[src/rtl/qspi_tx_pkg.sv]
package qspi_tx_pkg;

  typedef enum logic [1:0] {
    MODE_SINGLE = 2'b00,
    MODE_DUAL   = 2'b01,
    MODE_QUAD   = 2'b10,
    MODE_ALT1   = 2'b11
  } xfer_mode_e;

  function automatic int unsigned lanes_of(input logic [1:0] m);
    case (m)
      MODE_DUAL: return 2;
      MODE_QUAD: return 4;
      default:   return 1;
    endcase
  endfunction

  function automatic logic [3:0] lane_mask(input logic [1:0] m);
    case (m)
      MODE_DUAL: return 4'b0011;
      MODE_QUAD: return 4'b1111;
      default:   return 4'b0001;
    endcase
  endfunction

  function automatic bit is_multi(input logic [1:0] m);
    return (m == MODE_DUAL) || (m == MODE_QUAD);
  endfunction

endpackage

[src/rtl/qspi_tx_holdreg.sv]
module qspi_tx_holdreg #(
  parameter int DATA_W = 64
) (
  input  logic              clk,
  input  logic              rst_n,
  input  logic              wr,
  input  logic [DATA_W-1:0] din,
  input  logic              take,
  output logic              full,
  output logic [DATA_W-1:0] dout
);
  logic accept;
  assign accept = wr && !full;

  always_ff @(posedge clk or negedge rst_n) begin
    if (!rst_n) begin
      full <= 1'b0;
      dout <= '0;
    end else begin
      if (take)        full <= 1'b0;
      else if (accept) full <= 1'b1;
      if (accept) dout <= din;
    end
  end
endmodule

[src/rtl/qspi_tx_seq.sv]
module qspi_tx_seq #(
  parameter int PRESCALE = 2,
  parameter int LEN_W    = 4
) (
  input  logic             clk,
  input  logic             rst_n,
  input  logic             buf_full,
  input  logic [LEN_W-1:0] char_len,
  output logic             busy,
  output logic             sclk,
  output logic             ev_load,
  output logic             ev_shift,
  output logic             ev_char_done,
  output logic             ev_end
);
  localparam int PW = (PRESCALE > 1) ? $clog2(PRESCALE) : 1;
  localparam logic [PW-1:0] HALF_LAST = PW'(PRESCALE - 1);

  logic [PW-1:0]    pre_cnt;
  logic [LEN_W-1:0] left_q;
  logic             half_done;

  assign half_done    = busy && (pre_cnt == HALF_LAST);
  assign ev_char_done = half_done && !sclk && (left_q == '0);
  assign ev_shift     = half_done && !sclk && (left_q != '0);
  assign ev_load      = (!busy || ev_char_done) && buf_full;
  assign ev_end       = ev_char_done && !buf_full;

  always_ff @(posedge clk or negedge rst_n) begin
    if (!rst_n) begin
      busy    <= 1'b0;
      sclk    <= 1'b0;
      pre_cnt <= '0;
      left_q  <= '0;
    end else if (ev_load) begin
      busy    <= 1'b1;
      sclk    <= 1'b1;
      pre_cnt <= '0;
      left_q  <= char_len;
    end else if (ev_end) begin
      busy    <= 1'b0;
      sclk    <= 1'b0;
      pre_cnt <= '0;
    end else if (busy) begin
      if (half_done) begin
        pre_cnt <= '0;
        sclk    <= !sclk;
        if (ev_shift) left_q <= left_q - 1'b1;
      end else begin
        pre_cnt <= pre_cnt + 1'b1;
      end
    end
  end
endmodule

[src/rtl/qspi_tx_shifter.sv]
module qspi_tx_shifter
  import qspi_tx_pkg::*;
#(
  parameter int DATA_W = 64,
  parameter int LEN_W  = 4
) (
  input  logic              clk,
  input  logic              rst_n,
  input  logic              ev_load,
  input  logic              ev_shift,
  input  logic              busy,
  input  logic [DATA_W-1:0] din,
  input  logic [LEN_W-1:0]  char_len,
  input  logic [1:0]        mode_in,
  input  logic              dir,
  output logic [3:0]        lane_out,
  output logic [3:0]        lane_oe
);
  logic [DATA_W-1:0] sh;
  logic [1:0]        mode_q;
  logic [1:0]        eff_mode;

  function automatic logic [DATA_W-1:0] left_align(input logic [DATA_W-1:0] d,
                                                   input logic [LEN_W-1:0] len,
                                                   input logic [1:0] m);
    int nb;
    nb = (int'(len) + 1) * int'(lanes_of(m));
    if (nb >= DATA_W) return d;
    return d << (DATA_W - nb);
  endfunction

  always_ff @(posedge clk or negedge rst_n) begin
    if (!rst_n) begin
      sh     <= '0;
      mode_q <= MODE_SINGLE;
    end else if (ev_load) begin
      sh     <= left_align(din, char_len, mode_in);
      mode_q <= mode_in;
    end else if (ev_shift) begin
      sh <= sh << lanes_of(mode_q);
    end
  end

  assign eff_mode = busy ? mode_q : mode_in;

  always_comb begin
    lane_out = 4'b0000;
    if (busy) begin
      case (mode_q)
        MODE_QUAD: lane_out = sh[DATA_W-1 -: 4];
        MODE_DUAL: lane_out = {2'b00, sh[DATA_W-1 -: 2]};
        default:   lane_out = {3'b000, sh[DATA_W-1]};
      endcase
    end
  end

  always_comb begin
    if (!is_multi(eff_mode))   lane_oe = 4'b0001;
    else if (busy && !dir)     lane_oe = lane_mask(eff_mode);
    else                       lane_oe = 4'b0000;
  end
endmodule

[src/rtl/qspi_tx_master.sv]
module qspi_tx_master #(
  parameter int DATA_W   = 64,
  parameter int LEN_W    = 4,
  parameter int PRESCALE = 2
) (
  input  logic              clk,
  input  logic              rst_n,
  input  logic              txd_wr,
  input  logic [DATA_W-1:0] txd_data,
  input  logic [LEN_W-1:0]  char_len,
  input  logic [1:0]        xfer_mode,
  input  logic              lane_dir,
  input  logic              ss_ctl,
  input  logic              tbe_ie,
  input  logic              tend_ie,
  input  logic              tend_clr,
  output logic              sclk,
  output logic              ss_n,
  output logic [3:0]        lane_out,
  output logic [3:0]        lane_oe,
  output logic              tbe_flag,
  output logic              tend_flag,
  output logic              tbe_irq,
  output logic              tend_irq
);
  logic              buf_full;
  logic [DATA_W-1:0] buf_data;
  logic              busy;
  logic              ev_load;
  logic              ev_shift;
  logic              ev_char_done;
  logic              ev_end;

  qspi_tx_holdreg #(.DATA_W(DATA_W)) u_hold (
    .clk(clk), .rst_n(rst_n), .wr(txd_wr), .din(txd_data),
    .take(ev_load), .full(buf_full), .dout(buf_data)
  );

  qspi_tx_seq #(.PRESCALE(PRESCALE), .LEN_W(LEN_W)) u_seq (
    .clk(clk), .rst_n(rst_n), .buf_full(buf_full), .char_len(char_len),
    .busy(busy), .sclk(sclk), .ev_load(ev_load), .ev_shift(ev_shift),
    .ev_char_done(ev_char_done), .ev_end(ev_end)
  );

  qspi_tx_shifter #(.DATA_W(DATA_W), .LEN_W(LEN_W)) u_shift (
    .clk(clk), .rst_n(rst_n), .ev_load(ev_load), .ev_shift(ev_shift),
    .busy(busy), .din(buf_data), .char_len(char_len), .mode_in(xfer_mode),
    .dir(lane_dir), .lane_out(lane_out), .lane_oe(lane_oe)
  );

  always_ff @(posedge clk or negedge rst_n) begin
    if (!rst_n) begin
      tend_flag <= 1'b0;
      ss_n      <= 1'b1;
    end else begin
      if (ev_end)        tend_flag <= 1'b1;
      else if (tend_clr) tend_flag <= 1'b0;
      ss_n <= !ss_ctl;
    end
  end

  assign tbe_flag = !buf_full;
  assign tbe_irq  = tbe_flag && tbe_ie;
  assign tend_irq = tend_flag && tend_ie;
endmodule

[config.mk]
export PLATFORM = sky130hd
export DESIGN_NAME = qspi_tx_master
export DESIGN_NICKNAME = d
export VERILOG_FILES = /design/src/rtl/qspi_tx_pkg.sv /design/src/rtl/qspi_tx_holdreg.sv /design/src/rtl/qspi_tx_seq.sv /design/src/rtl/qspi_tx_shifter.sv /design/src/rtl/qspi_tx_master.sv
export SDC_FILE = /design/constraint.sdc
export NUM_CORES = 1
export LEC_CHECK = 0
export BUFFER_PORTS_ARGS = -buffer_cell sky130_fd_sc_hd__clkbuf_2
export CAP_MARGIN = 20
export CORE_ASPECT_RATIO = 1.4
export CORE_MARGIN = 10
export CORE_UTILIZATION = 54
export CTS_CLUSTER_SIZE = 10
export DETAILED_ROUTE_END_ITERATION = 10
export PLACE_DENSITY = 0.72
export SETUP_SLACK_MARGIN = 0.5
export SLEW_MARGIN = 25
export SYNTH_ARGS = -nofsm -noshare
export SYNTH_HDL_FRONTEND = slang
export SYNTH_HIERARCHICAL = 1
export SYNTH_SLANG_ARGS = --single-unit
[constraint.sdc]
create_clock -name clk -period 3.13 [get_ports clk]
set_clock_uncertainty 0.1 [all_clocks]
set_input_delay 0.1565 -clock clk [delete_from_list [all_inputs] [get_ports clk]]
set_output_delay 0.1565 -clock clk [all_outputs]
set_load 0.02 [all_outputs]
==> metrics.md <==
| Metric | Value |
|---|---|
| Total track usage | 35.26% |
| Worst-skew pair later-pin latency | 460 ps |
| Initial antenna violation count | 1 |
| Worst Setup Slack, final | -1431 ps |
| Syn. warnings | 6 |
| Gr ovfl total | 0 |
| WHS Endpoint | u_seq/left_q[1]$_DFFE_PN0P_ |
| Pwr dens | 1109 nW/um^2 |
| WP data arrival | 4810 ps |
| Layout cells sized above 1 | 44.35% |
| Tcrit/Tclk final | 145.7% |
| Fill cells | 1,846 |
| CTS Buf Count | 17 |
| Net Count, Synth | 1,622 |
| Fin util | 76.53% |
| Hold path cells | 4 |
| Count of input and output buffers | 91 |
| Core Footprint | 26,920 um^2 |
| CP endpoint kind | register |
| Gpl congestion | 1.056 |
| Synth Instances | 1,514 |
| Worst min path class | input pin to register |
| Flop-to-flop setup slack | 160 ps |
| Reg-to-Reg End | u_shift/sh[11]$_DFFE_PN0P_ |
| DRC Markers | 0 |
| Peak Freq | 219.3 MHz |
| Clock period minus worst slack | 4561 ps |
| Drt total wl | 63.21 mm |
| Critical Path Source Type | input pin |
| Starting Density | 54.80% |
| Share of power burned in registers | 19.2% |
| Max-cap violations | 0 |
| Pin slew with the least headroom to its limit | 880.9 ps |
| CP Class | input pin to register |
| Drt initial violations | 1,979 |
| Pint | 0.01174 W |
| Min-Delay Startpoint | char_len[1] |
| RSZ-0062 raised after global routing | true |
| Io pins | 92 |
| Deepest level of the CTS H-tree | 4 |
| Via count | 15,808 |
| Hpwl dp | 46.44 mm |
| Register Area | 3505 um^2 |
| Worst-case reg-to-reg path depth | 9 |
| # nets final | 2,032 |
| Leak pwr | 8.673 nW |
| Largest buffer count on any clock path | 2 |
| Clk sinks | 140 |
| Area Overhead vs Synth | 39.66% |
| Most common cell after layout, fill and taps aside | buf_4 |
| Failing checks | setup timing |
| CP Launch Point | char_len[1] |
| Mean area per synthesized cell | 9.743 um^2 |
| DR WL/cell | 27.45 um |
| Crit-path max FO | 5 |
| Power share of the clock group | 8.7% |
| CTS tree | yes |
| Slew Limit Fails | 0 |
| Clock slew at reported path FFs | 60 ps |
| ANT nets after route | 0 |
| Tot Pwr | 0.02285 W |
| DIE HEIGHT | 215.6 um |
| Hold Vio Cnt, Final | 0 |
| Clock root cell | clkbuf_16 |
| Vias/cell | 6.864 |
| Vias in the first global route | 15,471 |
| Peak VDD IR | 640.1 uV |
| Required @ worst endpoint | 3380 ps |
| Worst slack at placement | -1930 ps |
| Largest net degree at the start of global routing | 73 |
| Critical R2R Launch | u_seq/left_q[0]$_DFFE_PN0P_ |
| Net switching power | 0.01112 W |
| Final setup fails | 64 |
| Commonest cells after routing, fill and taps aside | buf_4 (296), nand2_1 (153), dfrtp_1 (139) |
| FP Rows | 71 |
| First-pass iteration count of the detailed router | 6 |
| Status | finished, violations left |
| Mapped cell area | 14,750 um^2 |
| Slew HR | 39.59% |
| Switching portion of total power | 48.64% |
| Die area | 34,420 um^2 |
| Comb pwr share | 72.1% |
| First-pass GRT wire length | 94.74 mm |
| Die Wd | 159.7 um |
| Multi-input logic area | 11,460 um^2 |
## state kept, by name, indices dropped and copies added (netlist names)
signal / flops
u_hold/dout: 64
u_seq/busy: 1
u_seq/left_q: 4
u_shift/sh: 64
ss_n: 1
u_seq/sclk: 1
tend_flag: 1
u_shift/mode_q: 2
u_hold/full: 1
u_seq/pre_cnt: 1
## critical path, cell delays in order
cell,delay (ps)
clkbuf_8,130
ha_4,180
xor2_4,190
and2_4,180
ha_4,220
ha_4,160
fa_1,560
inv_2,50
fa_2,360
xor2_2,190
and3_4,210
o22a_1,120
o21ai_1,50
a21oi_1,140
ha_2,300
nor2b_4,130
and4_4,230
a21o_1,160
nand2_4,110
buf_12,150
nor3_4,200
buf_6,170
o211ai_1,140
a32oi_1,290
## worst max path at each step
stage,endpoint,cells past startpoint
final,u_shift/sh[47]$_DFFE_PN0P_,24
after global routing,u_shift/sh[53]$_DFFE_PN0P_,25
after CTS,u_shift/sh[47]$_DFFE_PN0P_,24
after detailed placement,u_shift/sh[52]$_DFFE_PN0P_,23
after global placement,u_shift/sh[47]$_DFFE_PN0P_,25
after floorplan,u_shift/sh[47]$_DFFE_PN0P_,23
## layout make-up
type                            instances  share of cell area, %
Inverter                               31                 0.6013
Antenna cell                            1                0.01215
Multi-Input combinational cell       1207                  55.62
Clock buffer                           18                  2.132
Clock inverter                         14                 0.5831
Tap cell                              365                  2.217
Sequential cell                       140                  17.01
Timing Repair Buffer                  527                  21.82
## metrics by stage
stage	cells	instance area, um^2	hold WS (ps)	TNS [ps]
global route	2302	20600	43.61	-89000
finish	2303	20600	35.91	-79310
global placement	2162	17880	117.0	-111190
detailed placement	2162	17880	122.8	-112560
CTS	2291	20100	4.503	-74240
floorplan	1514	15030	-239.1	-77350
## metal layers
layer	vias to the layer above	GRT usage (%)	wire length (um)	part of all wire, %
met5	-	0	0	0
met4	0	20.90	4347	6.9
met3	260	5.333	5309	8.4
met2	1069	57.78	30520	48
met1	7763	43.23	23040	36
li1	6716	-	-	-
## what timing repair did
action                                  CTS  global route
gates cloned                              2             0
pin swaps                                75            67
hold endpoints to repair                137             0
setup buffers                            26            11
resized for setup                       138            75
hold buffers                             69             0
endpoints found under the setup margin   64            64
## power by group through the flow
stage / clock network [W] / registers [W] / logic (W)
after floorplan: 0 / 0.00348 / 0.00944
after global placement: 0 / 0.00420 / 0.0147
after detailed placement: 0 / 0.00425 / 0.0148
after CTS: 0.00200 / 0.00425 / 0.0156
after global routing: 0.00208 / 0.00445 / 0.0173
final: 0.00198 / 0.00439 / 0.0165
(Power assumes the default switching activity.)
